### config.mk
export PLATFORM = sky130hd
export DESIGN_NAME = uart_modem_ctl
export DESIGN_NICKNAME = d
export VERILOG_FILES = /design/src/rtl/mfc_pkg.sv /design/src/rtl/mfc_ctrl_reg.sv /design/src/rtl/mfc_cts_sync.sv /design/src/rtl/mfc_rts_gen.sv /design/src/rtl/mfc_rx_gate.sv /design/src/rtl/uart_modem_ctl.sv
export SDC_FILE = /design/constraint.sdc
export NUM_CORES = 1
export LEC_CHECK = 0
export ABC_AREA = 1
export CAP_MARGIN = 20
export CELL_PAD_IN_SITES_DETAIL_PLACEMENT = 1
export CELL_PAD_IN_SITES_GLOBAL_PLACEMENT = 1
export CORE_MARGIN = 10
export CORE_UTILIZATION = 36
export DETAILED_ROUTE_END_ITERATION = 10
export DONT_BUFFER_PORTS = 1
export GPL_TIMING_DRIVEN = 0
export PLACE_DENSITY_LB_ADDON = 0.15
export SKIP_CTS_REPAIR_TIMING = 1
export SLEW_MARGIN = 20
export SYNTH_ARGS = -nofsm -noshare
export SYNTH_HDL_FRONTEND = slang
export SYNTH_SLANG_ARGS = --single-unit
### constraint.sdc
create_clock -name clk -period 0.9 [get_ports clk]
set_input_delay 0.09 -clock clk [delete_from_list [all_inputs] [get_ports clk]]
set_output_delay 0.09 -clock clk [all_outputs]
set_load 0.005 [all_outputs]
### src/rtl/mfc_pkg.sv
package mfc_pkg;
  localparam int CTRL_W    = 16;
  localparam int POS_CTSEN = 15;
  localparam int POS_RTSEN = 14;
  localparam int POS_RTS   = 11;
  localparam int POS_DTR   = 10;
  localparam int POS_RXE   = 9;

  typedef struct packed {
    logic cts_en;
    logic rts_auto;
    logic rts_sw;
    logic dtr;
    logic rxe;
  } mfc_ctrl_t;

  localparam mfc_ctrl_t CTRL_RESET = '{cts_en: 1'b0, rts_auto: 1'b0,
                                      rts_sw: 1'b0, dtr: 1'b0, rxe: 1'b1};
endpackage

### src/rtl/mfc_ctrl_reg.sv
module mfc_ctrl_reg
  import mfc_pkg::*;
(
  input  logic              clk,
  input  logic              rst_n,
  input  logic              wr_en,
  input  logic [CTRL_W-1:0] wr_data,
  output mfc_ctrl_t         ctrl,
  output logic [CTRL_W-1:0] rd_data
);
  mfc_ctrl_t ctrl_q;

  always_ff @(posedge clk or negedge rst_n) begin
    if (!rst_n) begin
      ctrl_q <= CTRL_RESET;
    end else if (wr_en) begin
      ctrl_q.cts_en   <= wr_data[POS_CTSEN];
      ctrl_q.rts_auto <= wr_data[POS_RTSEN];
      ctrl_q.dtr      <= wr_data[POS_DTR];
      ctrl_q.rxe      <= wr_data[POS_RXE];
      if (!ctrl_q.rts_auto) ctrl_q.rts_sw <= wr_data[POS_RTS];
    end
  end

  always_comb begin
    rd_data            = '0;
    rd_data[POS_CTSEN] = ctrl_q.cts_en;
    rd_data[POS_RTSEN] = ctrl_q.rts_auto;
    rd_data[POS_RTS]   = ctrl_q.rts_sw & ~ctrl_q.rts_auto;
    rd_data[POS_DTR]   = ctrl_q.dtr;
    rd_data[POS_RXE]   = ctrl_q.rxe;
  end

  assign ctrl = ctrl_q;

  assert_wr_visible_R3: assert property (@(posedge clk) disable iff (!rst_n)
    $past(wr_en) |-> (rd_data[POS_CTSEN] == $past(wr_data[POS_CTSEN])) &&
                     (rd_data[POS_RXE] == $past(wr_data[POS_RXE])));

  assert_rts_rd_mask_R6: assert property (@(posedge clk) disable iff (!rst_n)
    ctrl_q.rts_auto |-> !rd_data[POS_RTS]);

  assert_sw_hold_R6: assert property (@(posedge clk) disable iff (!rst_n)
    $past(ctrl_q.rts_auto) |-> $stable(ctrl_q.rts_sw));
endmodule

### src/rtl/mfc_cts_sync.sv
module mfc_cts_sync #(
  parameter int STAGES = 2
) (
  input  logic clk,
  input  logic rst_n,
  input  logic cts_n_in,
  output logic cts_asserted
);
  logic [STAGES-1:0] chain_q;

  generate
    for (genvar s = 0; s < STAGES; s++) begin : g_stage
      always_ff @(posedge clk or negedge rst_n) begin
        if (!rst_n) chain_q[s] <= 1'b1;
        else if (s == 0) chain_q[s] <= cts_n_in;
        else chain_q[s] <= chain_q[(s == 0) ? 0 : s-1];
      end
    end
  endgenerate

  assign cts_asserted = ~chain_q[STAGES-1];
endmodule

### src/rtl/mfc_rts_gen.sv
module mfc_rts_gen #(
  parameter int FREE_W = 5
) (
  input  logic              clk,
  input  logic              rst_n,
  input  logic              auto_en,
  input  logic              sw_rts,
  input  logic [FREE_W-1:0] fifo_free,
  output logic              rts_n_out
);
  logic space_avail;
  logic rts_n_q;

  assign space_avail = |fifo_free;

  always_ff @(posedge clk or negedge rst_n) begin
    if (!rst_n) rts_n_q <= 1'b1;
    else        rts_n_q <= auto_en ? ~space_avail : ~sw_rts;
  end

  assign rts_n_out = rts_n_q;

  assert_rts_full_R5: assert property (@(posedge clk) disable iff (!rst_n)
    ($past(auto_en) && ($past(fifo_free) == '0)) |-> rts_n_out);
endmodule

### src/rtl/mfc_rx_gate.sv
module mfc_rx_gate (
  input  logic clk,
  input  logic rst_n,
  input  logic rxe,
  input  logic rx_busy,
  input  logic uart_en,
  output logic rx_en_eff
);
  logic run_q;

  always_ff @(posedge clk or negedge rst_n) begin
    if (!rst_n) run_q <= 1'b1;
    else        run_q <= rxe | (run_q & rx_busy);
  end

  assign rx_en_eff = run_q & uart_en;

  assert_rx_hold_R8: assert property (@(posedge clk) disable iff (!rst_n)
    ($past(run_q) && $past(rx_busy)) |-> run_q);

  assert_rx_gate_R9: assert property (@(posedge clk) disable iff (!rst_n)
    rx_en_eff |-> uart_en);
endmodule

### src/rtl/uart_modem_ctl.sv
module uart_modem_ctl
  import mfc_pkg::*;
#(
  parameter int FREE_W = 5,
  parameter int SYNC_STAGES = 2
) (
  input  logic              clk,
  input  logic              rst_n,
  input  logic              reg_wr_en,
  input  logic [15:0]       reg_wr_data,
  output logic [15:0]       reg_rd_data,
  input  logic              uart_en,
  input  logic              tx_idle,
  input  logic              tx_start_req,
  input  logic              rx_busy,
  input  logic [FREE_W-1:0] fifo_free,
  input  logic              cts_n_in,
  output logic              rts_n_out,
  output logic              dtr_n_out,
  output logic              tx_start_ok,
  output logic              rx_en_eff
);
  mfc_ctrl_t ctrl;
  logic      cts_asserted;

  mfc_ctrl_reg u_reg (
    .clk(clk), .rst_n(rst_n), .wr_en(reg_wr_en), .wr_data(reg_wr_data),
    .ctrl(ctrl), .rd_data(reg_rd_data)
  );

  mfc_cts_sync #(.STAGES(SYNC_STAGES)) u_cts (
    .clk(clk), .rst_n(rst_n), .cts_n_in(cts_n_in), .cts_asserted(cts_asserted)
  );

  mfc_rts_gen #(.FREE_W(FREE_W)) u_rts (
    .clk(clk), .rst_n(rst_n), .auto_en(ctrl.rts_auto), .sw_rts(ctrl.rts_sw),
    .fifo_free(fifo_free), .rts_n_out(rts_n_out)
  );

  mfc_rx_gate u_rx (
    .clk(clk), .rst_n(rst_n), .rxe(ctrl.rxe), .rx_busy(rx_busy),
    .uart_en(uart_en), .rx_en_eff(rx_en_eff)
  );

  assign dtr_n_out   = ~ctrl.dtr;
  assign tx_start_ok = tx_start_req & tx_idle & (~ctrl.cts_en | cts_asserted);

  assert_tx_permit_R4: assert property (@(posedge clk) disable iff (!rst_n)
    tx_start_ok |-> (tx_start_req && tx_idle));

  assert_rsvd_zero_R2: assert property (@(posedge clk) disable iff (!rst_n)
    $past(reg_wr_en) |-> (reg_rd_data[13:12] == 2'b00) && (reg_rd_data[8:0] == '0));
endmodule

; ---- After elaboration in Yosys (flattened, before gate mapping)
; Cells that the tools add are included.
[word_totals]
ff_bits = 9
in_bits = 29
output_inout_bits = 20
word_cells = 25
[classes]
muxes = 1
bitwise = 13
reduce_logical = 2
[ops]
columns = op, count
row1 = 1-bit inverter, 6
row2 = 1-bit AND, 5
row3 = 5-bit OR reduction, 1
row4 = 1-bit OR, 2
row5 = 2-bit AND reduction, 1
row6 = 1-bit two-way mux, 1

; ---- Logic depth before layout (Yosys ltp)
; Gate-level depths: netlist of run 1.
[depth]
ltp_word = 3
depth_mapped = 4
mapped_depth_nobuf = 4

; ---- Cells and area by module
; A second synthesis of run 1 with hierarchy kept.
[hier_totals]
cells_unflattened = 61
hier_area_um2 = 505.5
[modules_own_cells]
columns = module, instances, cells_per_inst, area_each_um2, seq_area_each_um2
row1 = mfc_ctrl_reg, 1, 40, 327.8, 126.4
row2 = mfc_cts_sync, 1, 3, 56.3, 52.6
row3 = mfc_rts_gen, 1, 8, 56.3, 26.3
row4 = mfc_rx_gate, 1, 6, 45.0, 26.3
row5 = uart_modem_ctl, 1, 4, 20.0, 0.0

; ---- Least setup slack after synthesis of run 1
; No wires, ideal clock.
[synth_path]
kind = register -> register
from = register u_reg.ctrl_q, in the netlist u_reg.ctrl[3]
to = register u_reg.ctrl_q, in the netlist u_reg.ctrl[2]
setup_ps = 119
arrival_ps = 629
required_ps = 781
setup_slack_ps = 152
path_stages_with_launch = 5
path_buffers = 0
synth_period_minus_slack_ps = 748
path_cell_list = dfrtp_1 -> inv_2 -> nand2_4 -> nor2_2 -> a21oi_2
[synth_via]
elab_chain_len = 2
[synth_lines]
columns = element, line
row1 = start: declaration, mfc_ctrl_reg.sv:11  ; mfc_ctrl_t ctrl_q;
row2 = 1-bit inverter (no source line), --
row3 = 2-bit AND reduction (no source line), --
; Every way passes these cells.
; A chain may end at the register's enable or synchronous reset.

; ---- Final worst setup path of run 1
[layout_path]
from = register u_rx.run_q
to = output port rx_en_eff
[layout_via]
elab_chain_len = 1
[layout_lines]
columns = element, line
row1 = start: declaration, mfc_rx_gate.sv:9  ; logic run_q;
row2 = start signal: assignment, mfc_rx_gate.sv:13  ; else run_q <= rxe | (run_q & rx_busy);
row3 = 1-bit AND, mfc_rx_gate.sv:16  ; assign rx_en_eff = run_q & uart_en;
row4 = end: declaration, uart_modem_ctl.sv:21  ; output logic rx_en_eff
; Every way passes these cells.

==> results of run 1 <==
## power breakdown
group          leakage [nW]  switching [mW]  total, mW  internal [mW]
clock                0.0150           0.132      0.302          0.170
sequential           0.0998          0.0283      0.487          0.458
combinational         0.256          0.0954      0.213          0.118
total                 0.371           0.256       1.00          0.747
## worst reg2reg max path: cells and delay by family (launching register included)
kind	cells	cell delay (ns)
flip-flops	1	0.43
AND/OR/NAND/NOR	2	0.14
buffers and inverters	1	0.11
AO/OA/AOI/OAI	1	0.04
## layout make-up
type                            count  area [um^2]
Inverter                            7        26.28
Tap cell                           15        18.77
Buffer                             14        112.6
Fill cell                         156        559.3
Clock buffer                        4        26.28
Sequential cell                     9        231.5
Multi-Input combinational cell     33        156.4
Timing Repair Buffer               14        137.6
## final timing paths
| kind | start | endpoint | slack, ns | depth (start not counted) |
|---|---|---|---|---|
| max in group asynchronous | rst_n | u_cts.chain_q[1]$_DFF_PN1_ | 0.38 | 1 |
| hold reg to reg | u_cts.chain_q[0]$_DFF_PN1_ | u_cts.chain_q[1]$_DFF_PN1_ | 0.37 | 0 |
| min in group asynchronous | rst_n | u_reg.ctrl[3]$_DFFE_PN0P_ | 0.20 | 1 |
| setup reg to reg | u_reg.ctrl[3]$_DFFE_PN0P_ | u_reg.ctrl[2]$_DFFE_PN0P_ | 0.07 | 4 |
| setup / recovery | u_rx.run_q$_DFF_PN1_ | rx_en_eff | -0.08 | 2 |
| hold / removal | reg_wr_en | u_reg.ctrl[0]$_DFFE_PN1P_ | 0.03 | 2 |
## metal layers
| layer | vias to the layer above | global-route usage |
|---|---|---|
| li1 | 189 | - |
| met1 | 180 | 0.06897 |
| met2 | 19 | 0.1109 |
| met3 | 2 | 0.03596 |
| met4 | 0 | 0.05155 |
| met5 | - | 0 |
## cell usage in the layout (no fill, tap or decap), types with 2 or more instances in the layout
| cell | instances |
|---|---|
| buf_4 | 13 |
| nor2_2 | 2 |
| nand2_1 | 9 |
| dfstp_2 | 5 |
| inv_2 | 3 |
| dfrtp_1 | 4 |
| a21oi_2 | 2 |
| conb_1 | 11 |
| o21ai_1 | 3 |
| clkbuf_4 | 3 |
| buf_6 | 2 |
| inv_1 | 4 |
| dlygate4sd3_1 | 13 |
| nor2_1 | 2 |
## flip-flops by register name (all words and copies together) (netlist names)
name             flops
u_rx.run_q           1
u_rts.rts_n_out      1
u_reg.ctrl           5
u_cts.chain_q        2
## cell usage after synthesis (3+ instances only)
cell type | n | area share
dfrtp_1 | 4 | 0.21
dfstp_2 | 5 | 0.28
inv_1 | 6 | 0.047
nand2_1 | 10 | 0.079
o21ai_1 | 3 | 0.031
nor2_1 | 3 | 0.024
buf_4 | 13 | 0.20
## per-stage QoR
| step | total power, mW | worst slack (ns) | instances | util | hold WS (ns) |
|---|---|---|---|---|---|
| global route | 1.071 | -0.1109 | 96 | 0.5592 | 0.05000 |
| detailed placement | 0.6375 | 0.09861 | 78 | 0.4201 | -0.2052 |
| finish | 1.002 | -0.07955 | 96 | 0.5592 | 0.02744 |
| global placement | 0.6272 | 0.1110 | 78 | 0.4201 | -0.2053 |
| CTS | 0.9476 | -0.1045 | 82 | 0.4408 | -0.4813 |
| floorplan | 0.6092 | 0.1516 | 63 | - | -0.2056 |
## cells by family (layout without fill, tap and decap cells)
kind of cell | Yosys count | count (layout)
simple gates | 16 | 16
flops | 9 | 9
compound gates | 6 | 6
buf+inv | 21 | 39
other cells | 1 | 11
==> impl_metrics.ini, run 1 <==
[die]
rows = 13
die_h_um = 56.39
dieWidth_um = 56.39
io_pins = 49
coreArea_mm2 = 0.001269
dieArea_mm2 = 0.003180
start_util = 0.3757

[run_status]
failed_checks = negative setup slack
status = finished with violations

[logic_synthesis]
synth-simple-area-share = 0.1522
synth_seq_cells = 9
yosys.area_share.xor_xnor = 0
synth_top_family_by_area = buffers and inverters
async_flop_share = 1.000
synth.cell_area_um2 = 476.7
avgSynthCellArea_um2 = 8.994
synth_cells = 53
synth-compound-area-share = 0.07087
synthAdderAreaFrac = 0
ys.flop_type = dfstp_2
muxShareOfSynthArea = 0
synth_edf_count = 0
yosysWarningCount = 0
ys_seq_area_frac = 0.4856
ys_types = 16

[global_route]
first_global_vias = 374
grt_max_degree = 10
antenna_found_initial = 0
grt_first_pass_wirelength_mm = 1.821
grtUsageTotal = 0.07026
globalRoute.totalOverflow = 0

[placed_design]
gp_congestion = 0.6464
io_buffers = 0
placed_cell_area_um2 = 533.0
dpl.hpwl_um = 972.9

[route]
dr_wl_met2_um = 711
vias = 390
highest_layer = met4
wirelength_mm = 1.283
firstDrtPassIters = 2
ant_nets = 0
drt-initial-drc-count = 10
wl_per_cell_um = 13.36
met1_length_um = 434
wl_met3_um = 116
drt-vias-per-instance = 4.063
drc = 0

[power]
powerDensity_mw_per_mm2 = 1413
leakage_nw = 0.3713
irDropWorstVdd_uv = 699.4

[cells_and_area]
layout.nets = 111
final_area_um2 = 709.4
area_growth_pct = 48.82
drive_above_1_share = 0.3951
antennaDiodeCount = 0

[sta]
period_share = 1.088
drv_slew = 0
setup_viol = 4
hold_viol_final = 0
finClkSkew_ns = 0.003972
rsz0062_at_grt = yes
fin_crit_ns = 0.9796
fmax_ghz = 1.021
worst_slack_ns = -0.07955
tns_ns = -0.1805

[critical_path]
cp_slowest_cell = dfstp_2
cp.required_ns = 0.81
start_kind = flip-flop
crit_family = flip-flops
path_buf_inv = 1
cpPeakStageDelay_ns = 0.54
critPathKind = reg -> out
endpoint_kind = output pin
cp_max_fo = 2
crit_chain = nand2_2 > inv_2
cp.arrival_ns = 0.89

[cts]
root_buffer = clkbuf_4
clock_sinks = 9
path_clk_slew_ns = 0.06
clk_latency_ns = 0.25
numCtsBuffers = 3
clockBufferDepth = 2
cts_tree = done
h-tree-depth = 1

[min_path]
hold_class = in -> reg

[job]
max-cap-violations = 0
Power figures use the tool's default switching activity.
==> run 2, diff against run 1 <==
--- a/config.mk
+++ b/config.mk
@@ -9,9 +9,9 @@
 export CAP_MARGIN = 20
 export CELL_PAD_IN_SITES_DETAIL_PLACEMENT = 1
 export CELL_PAD_IN_SITES_GLOBAL_PLACEMENT = 1
-export CORE_MARGIN = 10
-export CORE_UTILIZATION = 36
+export CORE_AREA = 10 10 47 49
 export DETAILED_ROUTE_END_ITERATION = 10
+export DIE_AREA = 0 0 57 59
 export DONT_BUFFER_PORTS = 1
 export GPL_TIMING_DRIVEN = 0
 export PLACE_DENSITY_LB_ADDON = 0.15
==> constraint.sdc (replaced) <==
create_clock -name clk -period 1.2 [get_ports clk]
set_input_delay 0.12 -clock clk [delete_from_list [all_inputs] [get_ports clk]]
set_output_delay 0.12 -clock clk [all_outputs]
set_load 0.005 [all_outputs]
==> run 2 against run 1 <==
The run now ends clean. Sequential power decreased by 26%. Utilization decreased by 11 points. Combinational power decreased by 38%. Clock-buffer cell count unchanged.
==> impl_metrics.ini, run 2 (synthesized netlist as in run 1, its figures left out) <==
[die]
die_h_um = 59
dieWidth_um = 57
io_pins = 49
dieArea_mm2 = 0.003363
rows = 14
start_util = 0.3402
coreArea_mm2 = 0.001401

[power]
switching_share = 0.2455
p_seq_frac = 0.506
irDropWorstVdd_uv = 394.0
p_total_mw = 0.7139
pwr-share-clk = 0.310
switchingPower_mw = 0.1753
combPwrFrac = 0.184
internal_power_mw = 0.5387
leakage_nw = 0.3430
powerDensity_mw_per_mm2 = 1132

[placed_design]
io_buffers = 0
pre_cts_ws_ns = 0.3937
gp_congestion = 0.6234

[critical_path]
r2r-end = u_reg.ctrl[2]$_DFFE_PN0P_
cp.required_ns = 1.08
cp.arrival_ns = 0.89
critPathKind = reg -> out
r2r_slack_ns = 0.40
start_kind = flip-flop
r2r_start = u_reg.ctrl[3]$_DFFE_PN0P_
cp_max_fo = 2
endpoint_kind = output pin
rr_worst_depth = 4

[cts]
cts_tree = done
clk_latency_ns = 0.25
h-tree-depth = 1
path_clk_slew_ns = 0.06
clockBufferDepth = 2
root_buffer = clkbuf_4
numCtsBuffers = 3
clock_sinks = 9

[job]
max-cap-violations = 0

[cells_and_area]
antennaDiodeCount = 0
drive_above_1_share = 0.3514
largest_reg_flops = 5
regArea_um2 = 231.5
multi_input_area_um2 = 147.6
layout.nets = 104
area_growth_pct = 32.28
nFillCells = 176
final_common_cell = buf_4
layout_common_cells = buf_4, conb_1, nand2_1

[global_route]
grt_max_degree = 10
antenna_found_initial = 0
grtUsageTotal = 0.06343
first_global_vias = 366
grt_first_pass_wirelength_mm = 1.669
globalRoute.totalOverflow = 0

[sta]
holdWs_ns = 0.003414
fmax_ghz = 0.9926
rsz0062_at_grt = no
tns_ns = 0
period_share = 0.8396
finClkSkew_ns = 0.001225
drv_slew = 0
hold_viol_final = 0
worst_slack_ns = 0.1925
setup_viol = 0
fin_crit_ns = 1.007

[min_path]
hold_class = in -> reg
min_delay_worst_endpoint = u_reg.ctrl[4]$_DFFE_PN0P_
hp-start = reg_wr_data[15]
hold_path_depth = 2

[route]
firstDrtPassIters = 2
drt-vias-per-instance = 3.978
vias = 358
wl_per_cell_um = 12.46
wirelength_mm = 1.121
drc = 0
drt-initial-drc-count = 4
ant_nets = 0

[run_status]
status = finished clean
-- run 2: cell types whose count changed in the layout (fill, tap and decap cells not counted), sizes merged --
cell	change
dlygate4sd3	-6
buf	-1
-- run 2: cell type report --
cell class	instances	share of cell area
Sequential cell	9	0.3671
Multi-Input combinational cell	33	0.2341
Buffer	14	0.1726
Timing Repair Buffer	7	0.1111
Clock buffer	4	0.04167
Inverter	7	0.04167
Tap cell	16	0.03175
-- run 2: worst max-delay path by stage --
| stage | startpoint | end | slack, ns | cells past startpoint |
|---|---|---|---|---|
| floorplan | u_reg.ctrl[3]$_DFFE_PN0P_ | u_reg.ctrl[2]$_DFFE_PN0P_ | 0.45 | 4 |
| global placement | u_reg.ctrl[3]$_DFFE_PN0P_ | u_reg.ctrl[2]$_DFFE_PN0P_ | 0.41 | 4 |
| detailed placement | u_reg.ctrl[3]$_DFFE_PN0P_ | u_reg.ctrl[2]$_DFFE_PN0P_ | 0.39 | 4 |
| CTS | u_rx.run_q$_DFF_PN1_ | rx_en_eff | 0.18 | 2 |
| global route | u_rx.run_q$_DFF_PN1_ | rx_en_eff | 0.14 | 2 |
| finish | u_rx.run_q$_DFF_PN1_ | rx_en_eff | 0.19 | 2 |
-- run 2: layer usage --
metal	track usage	part of all wire
met4	0.06040	0.021
met1	0.05405	0.34
met2	0.1039	0.55
met3	0.03433	0.088
met5	0	0
-- run 2: metrics by stage --
step	util	cells	area, um^2
4_1_cts	0.4000	83	560.5
3_5_place_dp	0.3813	79	534.3
6_report	0.4500	90	630.6
3_3_place_gp	0.3813	79	534.3
5_1_grt	0.4500	90	630.6
2_1_floorplan	-	63	514.2
-- run 2: power by group through the flow --
stage / Clock, mW / Combinational (mW) / Sequential [mW]
final: 0.221 / 0.131 / 0.361
after floorplan: 0 / 0.0956 / 0.361
after detailed placement: 0 / 0.108 / 0.367
after CTS: 0.237 / 0.108 / 0.362
after global routing: 0.253 / 0.150 / 0.366
after global placement: 0 / 0.105 / 0.366
-- run 2: critical path, stage by stage (launching register included) --
cell	delay, ns
dfstp_2	0.53
nand2_1	0.05
inv_1	0.07
